`src/rtl/fgp_pkg.sv`:
```
// Shared constants and types for the fetch-group next-address predictor.
// Assumes a fetch group of a power-of-two number of instructions.
package fgp_pkg;
    localparam int GRP_INSNS = 4;
    localparam int GRP_OFS_W = $clog2(GRP_INSNS);

    typedef enum logic [1:0] {
        UPD_IDLE    = 2'd0,
        UPD_REWRITE = 2'd1,
        UPD_ALLOC   = 2'd2
    } upd_kind_e;
endpackage

```
`src/rtl/fgp_tag_store.sv`:
```
// Fully associative storage of group tags and successor group indices.
// Two compare ports: one for the lookup tag, one for the update tag.
// Assumes wr_sel is one-hot or zero; data words carry no reset, only valids do.
module fgp_tag_store #(
    parameter int ENTRIES = 32,
    parameter int TAG_W   = 14
) (
    input  logic                     clk,
    input  logic                     rst_n,
    input  logic [TAG_W-1:0]         lk_tag,
    input  logic [TAG_W-1:0]         upd_tag,
    input  logic [ENTRIES-1:0]       wr_sel,
    input  logic [TAG_W-1:0]         wr_tgt,
    output logic [ENTRIES-1:0]       lk_match,
    output logic [ENTRIES-1:0]       upd_match,
    output logic [ENTRIES*TAG_W-1:0] tgt_flat
);
    for (genvar e = 0; e < ENTRIES; e++) begin : g_ent
        logic             vld_q;
        logic [TAG_W-1:0] tag_q;
        logic [TAG_W-1:0] tgt_q;

        // Valid bit: cleared by reset, set when the slot is written.
        always_ff @(posedge clk) begin
            if (!rst_n)
                vld_q <= 1'b0;
            else if (wr_sel[e])
                vld_q <= 1'b1;
        end

        // Tag and successor pointer capture on a selected write.
        always_ff @(posedge clk) begin
            if (wr_sel[e]) begin
                tag_q <= upd_tag;
                tgt_q <= wr_tgt;
            end
        end

        assign lk_match[e]               = vld_q && (tag_q == lk_tag);
        assign upd_match[e]              = vld_q && (tag_q == upd_tag);
        assign tgt_flat[e*TAG_W +: TAG_W] = tgt_q;
    end
endmodule

```
`src/rtl/fgp_onehot_mux.sv`:
```
// AND-OR selection of one word from a flattened array by a one-hot select.
// Assumes sel has at most one bit set; zero select yields zero.
module fgp_onehot_mux #(
    parameter int N = 32,
    parameter int W = 14
) (
    input  logic [N-1:0]   sel,
    input  logic [N*W-1:0] data,
    output logic [W-1:0]   q
);
    // OR together the words whose select bit is set.
    always_comb begin
        q = '0;
        for (int i = 0; i < N; i++) begin
            if (sel[i])
                q = q | data[i*W +: W];
        end
    end
endmodule

```
`src/rtl/fgp_rr_victim.sv`:
```
// Round-robin replacement pointer; advances by one slot per allocation.
// Assumes ENTRIES >= 2.
module fgp_rr_victim #(
    parameter int ENTRIES = 32,
    localparam int IDX_W  = $clog2(ENTRIES)
) (
    input  logic             clk,
    input  logic             rst_n,
    input  logic             adv,
    output logic [IDX_W-1:0] victim
);
    localparam logic [IDX_W-1:0] LAST = IDX_W'(ENTRIES - 1);

    // Pointer update: reset to slot 0, wrap after the last slot.
    always_ff @(posedge clk) begin
        if (!rst_n)
            victim <= '0;
        else if (adv)
            victim <= (victim == LAST) ? '0 : victim + 1'b1;
    end
endmodule

```
`src/rtl/fgp_next_group.sv`:
```
// Fetch-group next-address predictor top. A combinational lookup of the current
// fetch group yields the stored successor group or, on a miss, the sequential
// one. An update rewrites an existing entry in place or allocates round-robin.
// Assumes addresses count instructions; updates take effect at the clock edge.
module fgp_next_group
    import fgp_pkg::*;
#(
    parameter int PC_W    = 16,
    parameter int ENTRIES = 32
) (
    input  logic            clk,
    input  logic            rst_n,
    input  logic [PC_W-1:0] lk_addr,
    output logic [PC_W-1:0] pred_addr,
    output logic            pred_hit,
    input  logic            upd_en,
    input  logic [PC_W-1:0] upd_addr,
    input  logic [PC_W-1:0] upd_tgt
);
    localparam int TAG_W = PC_W - GRP_OFS_W;
    localparam int IDX_W = $clog2(ENTRIES);

    logic [TAG_W-1:0]         lk_tag, upd_tag, tgt_tag, hit_tgt, seq_tag, nxt_tag;
    logic [ENTRIES-1:0]       lk_match, upd_match, victim_oh, wr_sel;
    logic [ENTRIES*TAG_W-1:0] tgt_flat;
    logic [IDX_W-1:0]         victim;
    logic                     alloc;
    upd_kind_e                upd_kind;

    assign lk_tag  = lk_addr[PC_W-1:GRP_OFS_W];
    assign upd_tag = upd_addr[PC_W-1:GRP_OFS_W];
    assign tgt_tag = upd_tgt[PC_W-1:GRP_OFS_W];

    // Classify the update: none, in-place rewrite, or fresh allocation.
    always_comb begin
        if (!upd_en)
            upd_kind = UPD_IDLE;
        else if (|upd_match)
            upd_kind = UPD_REWRITE;
        else
            upd_kind = UPD_ALLOC;
    end

    assign alloc = (upd_kind == UPD_ALLOC);

    // Decode the replacement pointer to a one-hot slot select.
    always_comb begin
        victim_oh         = '0;
        victim_oh[victim] = 1'b1;
    end

    // Choose which slot (if any) is written this cycle.
    always_comb begin
        case (upd_kind)
            UPD_REWRITE: wr_sel = upd_match;
            UPD_ALLOC:   wr_sel = victim_oh;
            default:     wr_sel = '0;
        endcase
    end

    fgp_tag_store #(.ENTRIES(ENTRIES), .TAG_W(TAG_W)) u_store (
        .clk       (clk),
        .rst_n     (rst_n),
        .lk_tag    (lk_tag),
        .upd_tag   (upd_tag),
        .wr_sel    (wr_sel),
        .wr_tgt    (tgt_tag),
        .lk_match  (lk_match),
        .upd_match (upd_match),
        .tgt_flat  (tgt_flat)
    );

    fgp_onehot_mux #(.N(ENTRIES), .W(TAG_W)) u_mux (
        .sel  (lk_match),
        .data (tgt_flat),
        .q    (hit_tgt)
    );

    fgp_rr_victim #(.ENTRIES(ENTRIES)) u_rr (
        .clk    (clk),
        .rst_n  (rst_n),
        .adv    (alloc),
        .victim (victim)
    );

    assign seq_tag   = lk_tag + 1'b1;
    assign pred_hit  = |lk_match;
    assign nxt_tag   = pred_hit ? hit_tgt : seq_tag;
    assign pred_addr = {nxt_tag, {GRP_OFS_W{1'b0}}};
endmodule

```
`config.mk`:
```
export PLATFORM = sky130hd
export DESIGN_NAME = fgp_next_group
export DESIGN_NICKNAME = d
export VERILOG_FILES = /design/src/rtl/fgp_pkg.sv /design/src/rtl/fgp_tag_store.sv /design/src/rtl/fgp_onehot_mux.sv /design/src/rtl/fgp_rr_victim.sv /design/src/rtl/fgp_next_group.sv
export SDC_FILE = /design/constraint.sdc
export NUM_CORES = 2
export LEC_CHECK = 0
export BUFFER_PORTS_ARGS = -buffer_cell sky130_fd_sc_hd__buf_2
export CAP_MARGIN = 20
export CORE_MARGIN = 3
export CORE_UTILIZATION = 25
export CTS_CLUSTER_SIZE = 28
export DETAILED_ROUTE_END_ITERATION = 6
export PLACE_DENSITY = 0.41
export REMOVE_ABC_BUFFERS = 1
export SETUP_SLACK_MARGIN = 0.2
export SLEW_MARGIN = 5
export SYNTH_ARGS = -nofsm -noshare
export SYNTH_HDL_FRONTEND = slang
export SYNTH_SLANG_ARGS = --single-unit
```
`constraint.sdc`:
```
create_clock -name clk -period 5 [get_ports clk]
set_input_delay 0.5 -clock clk [delete_from_list [all_inputs] [get_ports clk]]
set_output_delay 0.5 -clock clk [all_outputs]
set_load 0.02 [all_outputs]
```
# ---- Word level (Yosys, flattened, before mapping)
# Index checks and enable logic that the tools add are counted.
# W data, S select, Z words.
dict set report classes {
  bitwise_logic 31
  reduce_logical 67
  n_eq_ne 67
  addsub 2
  muxes 39
  n_lt_le_gt_ge 2
}
# operator n
set op_table {}
lappend op_table {{$eq A14 B14 Y1} 64}
lappend op_table {{$mux W14} 33}
lappend op_table {{$or A14 B14 Y14} 31}
lappend op_table {{$logic_and A1 B1 Y1} 65}
lappend op_table {{$pmux W32 S2} 1}
lappend op_table {{$reduce_or A32 Y1} 2}
lappend op_table {{$add A14 B1 Y14 const B} 1}
lappend op_table {{$lt A5 B6 Y1 const B} 1}
lappend op_table {{$add A5 B1 Y5 const B} 1}
lappend op_table {{$demux W1 S5} 1}
lappend op_table {{$eq A5 B5 Y1 const B} 1}
lappend op_table {{$ge A5 B1 Y1 const B} 1}
lappend op_table {{$mux W5} 1}
lappend op_table {{$mux W2} 2}
lappend op_table {{$eq A2 B1 Y1 const B} 1}
lappend op_table {{$eq A2 B2 Y1 const B} 1}
lappend op_table {{$mux W1} 1}
dict set report word_totals {
  input_bits 51
  out_inout_bits 17
  elab_cells 305
  ff_bits 933
}

# ---- Depth between registers and ports, before layout
dict set report depth {
  depth_word 66
  depth_mapped 12
  ltp_nobuf 8
}

# ---- By module
# A second synthesis with hierarchy kept.
dict set report hier_totals {
  hier_cells 2810
  hier_area_um2 43023.8
}
# module instances area_each_um2 cells_each seq_area_each_um2
set modules_own_cells {}
lappend modules_own_cells {fgp_tag_store 1 39247.6 2291 27546.4}
lappend modules_own_cells {fgp_onehot_mux 1 2341.0 326 0.0}
lappend modules_own_cells {fgp_next_group 1 1191.1 168 0.0}
lappend modules_own_cells {fgp_rr_victim 1 244.0 25 100.1}

# ---- Least setup slack after synthesis
# Ideal clock, no wire load.
dict set report synth_path {
  kind {input to register}
  start {input port upd_addr[5]}
  end {register u_store.g_ent[10].tag_q[0], enable pin}
  required_ns 4.584
  cell_stages 11
  setup_slack_ns 1.306
  setup_ns 0.416
  arrival_time_ns 3.278
  path_cell_list {buf_4 -> buf_4 -> xnor2_1 -> nand4_1 -> nor4_1 -> nor4_1 -> nand4_1 -> nor2_2 -> buf_2 -> a31oi_1 -> nor2b_1}
}
dict set report synth_between {
  elab_chain_cells 7
}
# item line_no
set synth_lines {}
lappend synth_lines {{start, declared} fgp_next_group.sv:17} ;# input logic [PC_W-1:0] upd_addr,
lappend synth_lines {{$eq A14 B14 Y1} fgp_tag_store.sv:40} ;# assign upd_match[e] = vld_q && (tag_q == upd_tag);
lappend synth_lines {{$logic_and A1 B1 Y1} fgp_tag_store.sv:40}
lappend synth_lines {{$reduce_or A32 Y1} fgp_next_group.sv:38} ;# else if (|upd_match)
lappend synth_lines {{$mux W2} fgp_next_group.sv:38}
lappend synth_lines {{$mux W2} fgp_next_group.sv:36} ;# if (!upd_en)
lappend synth_lines {{$eq A2 B2 Y1 or $eq A2 B1 Y1 (tied branches)} fgp_next_group.sv:54} ;# case (upd_kind)
lappend synth_lines {{$pmux W32 S2 (*)} fgp_next_group.sv:54}
lappend synth_lines {{net u_store.wr_sel[10]} fgp_tag_store.sv:12} ;# input logic [ENTRIES-1:0] wr_sel,
lappend synth_lines {{end signal, assigned} fgp_tag_store.sv:34} ;# tag_q <= upd_tag;
lappend synth_lines {{end, declared} fgp_tag_store.sv:20} ;# logic [TAG_W-1:0] tag_q;
# Mark *: on every way through the listed nets, which the timed path passes. The rest lies on a longest branch.
# A chain may end at the register's enable or synchronous reset.

# ---- Final worst setup path
dict set report layout_path {
  start {register u_store.g_ent[19].tag_q[5]}
  end {output port pred_addr[12]}
}
dict set report layout_between {
  elab_chain_cells 28
}
# item line_no
set layout_lines {}
lappend layout_lines {{start, declared} fgp_tag_store.sv:20}
lappend layout_lines {{start signal, assigned} fgp_tag_store.sv:34}
lappend layout_lines {{$eq A14 B14 Y1 (*)} fgp_tag_store.sv:39} ;# assign lk_match[e] = vld_q && (tag_q == lk_tag);
lappend layout_lines {{$logic_and A1 B1 Y1 (*)} fgp_tag_store.sv:39}
lappend layout_lines {{$mux W14} fgp_onehot_mux.sv:15} ;# if (sel[i])
lappend layout_lines {{$or A14 B14 Y14} fgp_onehot_mux.sv:16} ;# q = q | data[i*W +: W];
lappend layout_lines {{$mux W14} fgp_onehot_mux.sv:15}
lappend layout_lines {{$or A14 B14 Y14} fgp_onehot_mux.sv:16}
lappend layout_lines {{$mux W14} fgp_onehot_mux.sv:15}
lappend layout_lines {{$or A14 B14 Y14} fgp_onehot_mux.sv:16}
lappend layout_lines {{[12 not listed]} -}
lappend layout_lines {{$mux W14} fgp_onehot_mux.sv:15}
lappend layout_lines {{$or A14 B14 Y14} fgp_onehot_mux.sv:16}
lappend layout_lines {{$mux W14} fgp_onehot_mux.sv:15}
lappend layout_lines {{$or A14 B14 Y14} fgp_onehot_mux.sv:16}
lappend layout_lines {{$mux W14} fgp_onehot_mux.sv:15}
lappend layout_lines {{$or A14 B14 Y14} fgp_onehot_mux.sv:16}
lappend layout_lines {{$mux W14} fgp_onehot_mux.sv:15}
lappend layout_lines {{$mux W14 (*)} fgp_next_group.sv:88} ;# assign nxt_tag = pred_hit ? hit_tgt : seq_tag;
lappend layout_lines {{end, declared} fgp_next_group.sv:14} ;# output logic [PC_W-1:0] pred_addr,
# Every way passes the cells marked *; elsewhere a longest branch is shown, timed or not.

==> out/metrics.yaml <==
status: "finished clean"
die_h_um: 420
slew_headroom_pct: 21.0
place_congestion: 0.770
synth-xor-area-share_pct: 18.6
p_leak_nw: 15.3
synth-async-reset-ratio_pct: 0
routed_wl_um: 159000
p_seq_share_pct: 49.8
tightest_slew_ns: 1.18
regArea_um2: 27600
synth_area_per_cell_um2: 15.1
postCtsHoldBufs: 0
yosys.area.top_type: "edfxtp_1"
tritoncts: "done"
port_buffers: 59
synthTopCellsByArea: "edfxtp_1 (63%), xnor2_1 (18%), nand4_1 (3.1%), buf_6 (1.8%), a221oi_1 (1.8%)"
clock_sinks: 933
finalSetupViolations: 0
worstPathRequired_ns: 4.50
critPathLaunchType: "register"
synthCells: 2826
area.growth.synth_to_final_pct: 18.2
grt_start_max_net_pins: 46
path_buf_inv: 4
reg2reg_to: "u_store.g_ent[21].tag_q[13]"
end_kind: "output port"
hold_violations: 0
synth_edf_count: 896
path_depth: 11
start_util_pct: 25.2
crit_fanout: 7
drive_above_1_share_pct: 15.6
clk_latency_ns: 0.75
worstHoldPathType: "primary input to register"
reg2reg_from: "u_store.g_ent[11].tag_q[12]"
grt_pass1_wl_um: 219000
num-nets-final: 3079
power_density_nw_per_um2: 342
clockBufferDepth: 3
core_area_um2: 170000
rows: 151
synth_top_family_by_area: "XOR/XNOR gates"
pwr-share-clk_pct: 43.6
path_clk_slew_ns: 0.06
crit_type: "register to output port"
ys_types: 44
netlist_area_um2: 42800
ys_seq_area_share_pct: 64.6
hpwlAfterDp_um: 97100
rrSetupSlack_ns: 1.03
grt_pass1_vias: 25808
track_usage_pct: 17.9
crit_family: "simple AND/OR/NAND/NOR gates"
ys_ff_latch: 933
hold_start: "upd_addr[13]"
tns_ns: 0
grt-ovfl-total: 0
ir_drop_v: 0.000255
pwr-share-comb_pct: 6.6
synth_compound_area_share_pct: 5.82
finClkSkew_ns: 0.0578
cpMaxStageDelayCell: "nor4_4"
synth.area.mux_share_pct: 0.257
multi_input_area_um2: 14100
postRouteAntennaNets: 0
synth_top_area_share_pct: 62.9
max_cap_viol_count: 0
drv_slew: 0
die_w_um: 420
fill_cells: 16998
crit_path_cell_trace: "xnor2_1, nand4_1, nor4_4, buf_4, nor4_2, nand4_1, nor4_4, buf_4, mux2i_1, buf_4, buf_2"
synthAdderAreaFrac_pct: 0.176
vias: 25700
cts_buffers: 104
dr.pass1.iters: 7
holdPathEnd: "u_store.g_ent[28].tag_q[11]"
antenna_found_initial: 9
ys_warn_count: 0
drt_iter0_markers: 2392
detail_route.vias_per_cell: 4.82
synthSimpleGateAreaFrac_pct: 7.26
r2r_cells: 11
wl_per_cell_um: 29.9
fin_crit_ns: 4.56
cp_common_cell: "buf_4"
rsz0062_at_grt: "false"
max_freq_ghz: 0.219
switching_share_pct: 23.7
dp.cells: 5132
ctsRootBufferMaster: "clkbuf_16"
hold-worst-slack_ns: 0.0750
slowest_delay_ns: 0.83
ioPinCount: 68
holdPathStages: 1
min_period_over_period_pct: 91.2
cts_htree_levels: 3
p_int_mw: 13.2
drc: 0
instances_no_fill: 5331
synthFlopType: "edfxtp_1"
critPathArrivalTime_ns: 4.06
dieArea_um2: 176000
p_switching_mw: 4.10
-- synthesized netlist by cell type, drive strengths merged, types with 23 or more instances --
| master | instances |
|---|---|
| a221oi | 86 |
| a22o | 86 |
| a22oi | 52 |
| a32o | 24 |
| and3 | 23 |
| buf | 142 |
| clkbuf | 33 |
| dfxtp | 37 |
| edfxtp | 896 |
| nand3 | 95 |
| nand4 | 214 |
| nor4 | 81 |
| xnor2 | 901 |
-- sequential cells by signal, summed over array words and instances, names as in the netlist --
name / count
u_rr.victim: 5
u_store.g_ent.tgt_q: 448
u_store.g_ent.vld_q: 32
u_store.g_ent.tag_q: 448
-- cells in the final DEF (no fill, tap or decap), drive strengths merged, types with 6 or more instances in the layout --
cell type    n
clkinv      46
nor3        15
and2         6
nor4        81
nand4      214
xnor2      901
a221oi      86
buf        264
a22oi       52
xor2         7
nand3       95
nor2         9
clkbuf     140
mux2i       11
nand2       13
and3        23
a22o        86
ha           6
inv          6
edfxtp     896
dfxtp       37
nor2b       20
a32o        24
a31oi       20
o21a        20
-- kinds of logic after synthesis --
family                   Yosys count
AND/OR/NAND/NOR                  489
AO/OA/AOI/OAI                    298
XOR/XNOR                         908
flip-flops                       933
other                              1
multiplexers                      11
buffers and inverters            180
adder cells (fa/ha/maj)            6
-- how the worst max path moves through the flow --
stage	startpoint	endpoint	slack, ns
6_report	u_store.g_ent[19].tag_q[5]	pred_addr[12]	0.44
5_1_grt	u_store.g_ent[19].tag_q[5]	pred_addr[2]	0.25
4_1_cts	u_store.g_ent[19].tag_q[5]	pred_addr[12]	0.29
3_5_place_dp	lk_addr[3]	pred_addr[12]	0.39
3_3_place_gp	lk_addr[3]	pred_addr[12]	0.0002
2_1_floorplan	upd_addr[12]	u_store.g_ent[10].tag_q[0]	1.21
-- through the flow --
stage	setup WS, ns	utilization, %	power (mW)	area, um2
final	0.438	29.8	17.3	50600
after global routing	0.251	29.8	17.9	50500
after CTS	0.291	29.8	17.5	50500
after detailed placement	0.393	27.8	9.94	47200
after global placement	0.000204	27.8	9.95	47100
after floorplan	1.21	-	9.23	41400
-- cell type report --
type | instances | share of cell area [%]
Timing Repair Buffer | 264 | 5.21
Sequential cell | 933 | 54.7
Antenna cell | 4 | 0.0198
Clock buffer | 140 | 5.58
Tap cell | 2218 | 5.49
Multi-Input combinational cell | 1714 | 28.0
Inverter | 5 | 0.0371
Clock inverter | 53 | 1.01
-- timing repair --
action / in CTS / in global routing
resized for setup: 0 / 0
setup buffers: 0 / 0
setup endpoints to repair: 0 / 4
-- layer usage --
layer	global-route usage, %	routed length, um	vias to the layer above
li1	-	-	11190
met1	26.0	75700	13639
met2	28.5	73400	708
met3	2.38	7850	163
met4	3.59	2570	0
met5	0	0	-
-- power groups by stage --
stage	logic [mW]	clock network, mW	registers [mW]
after floorplan	0.435	0	8.79
after global placement	1.15	0	8.79
after detailed placement	1.15	0	8.79
after CTS	1.15	7.75	8.63
after global routing	1.21	8.04	8.63
final	1.13	7.55	8.63
Power figures use the tool's default switching activity.
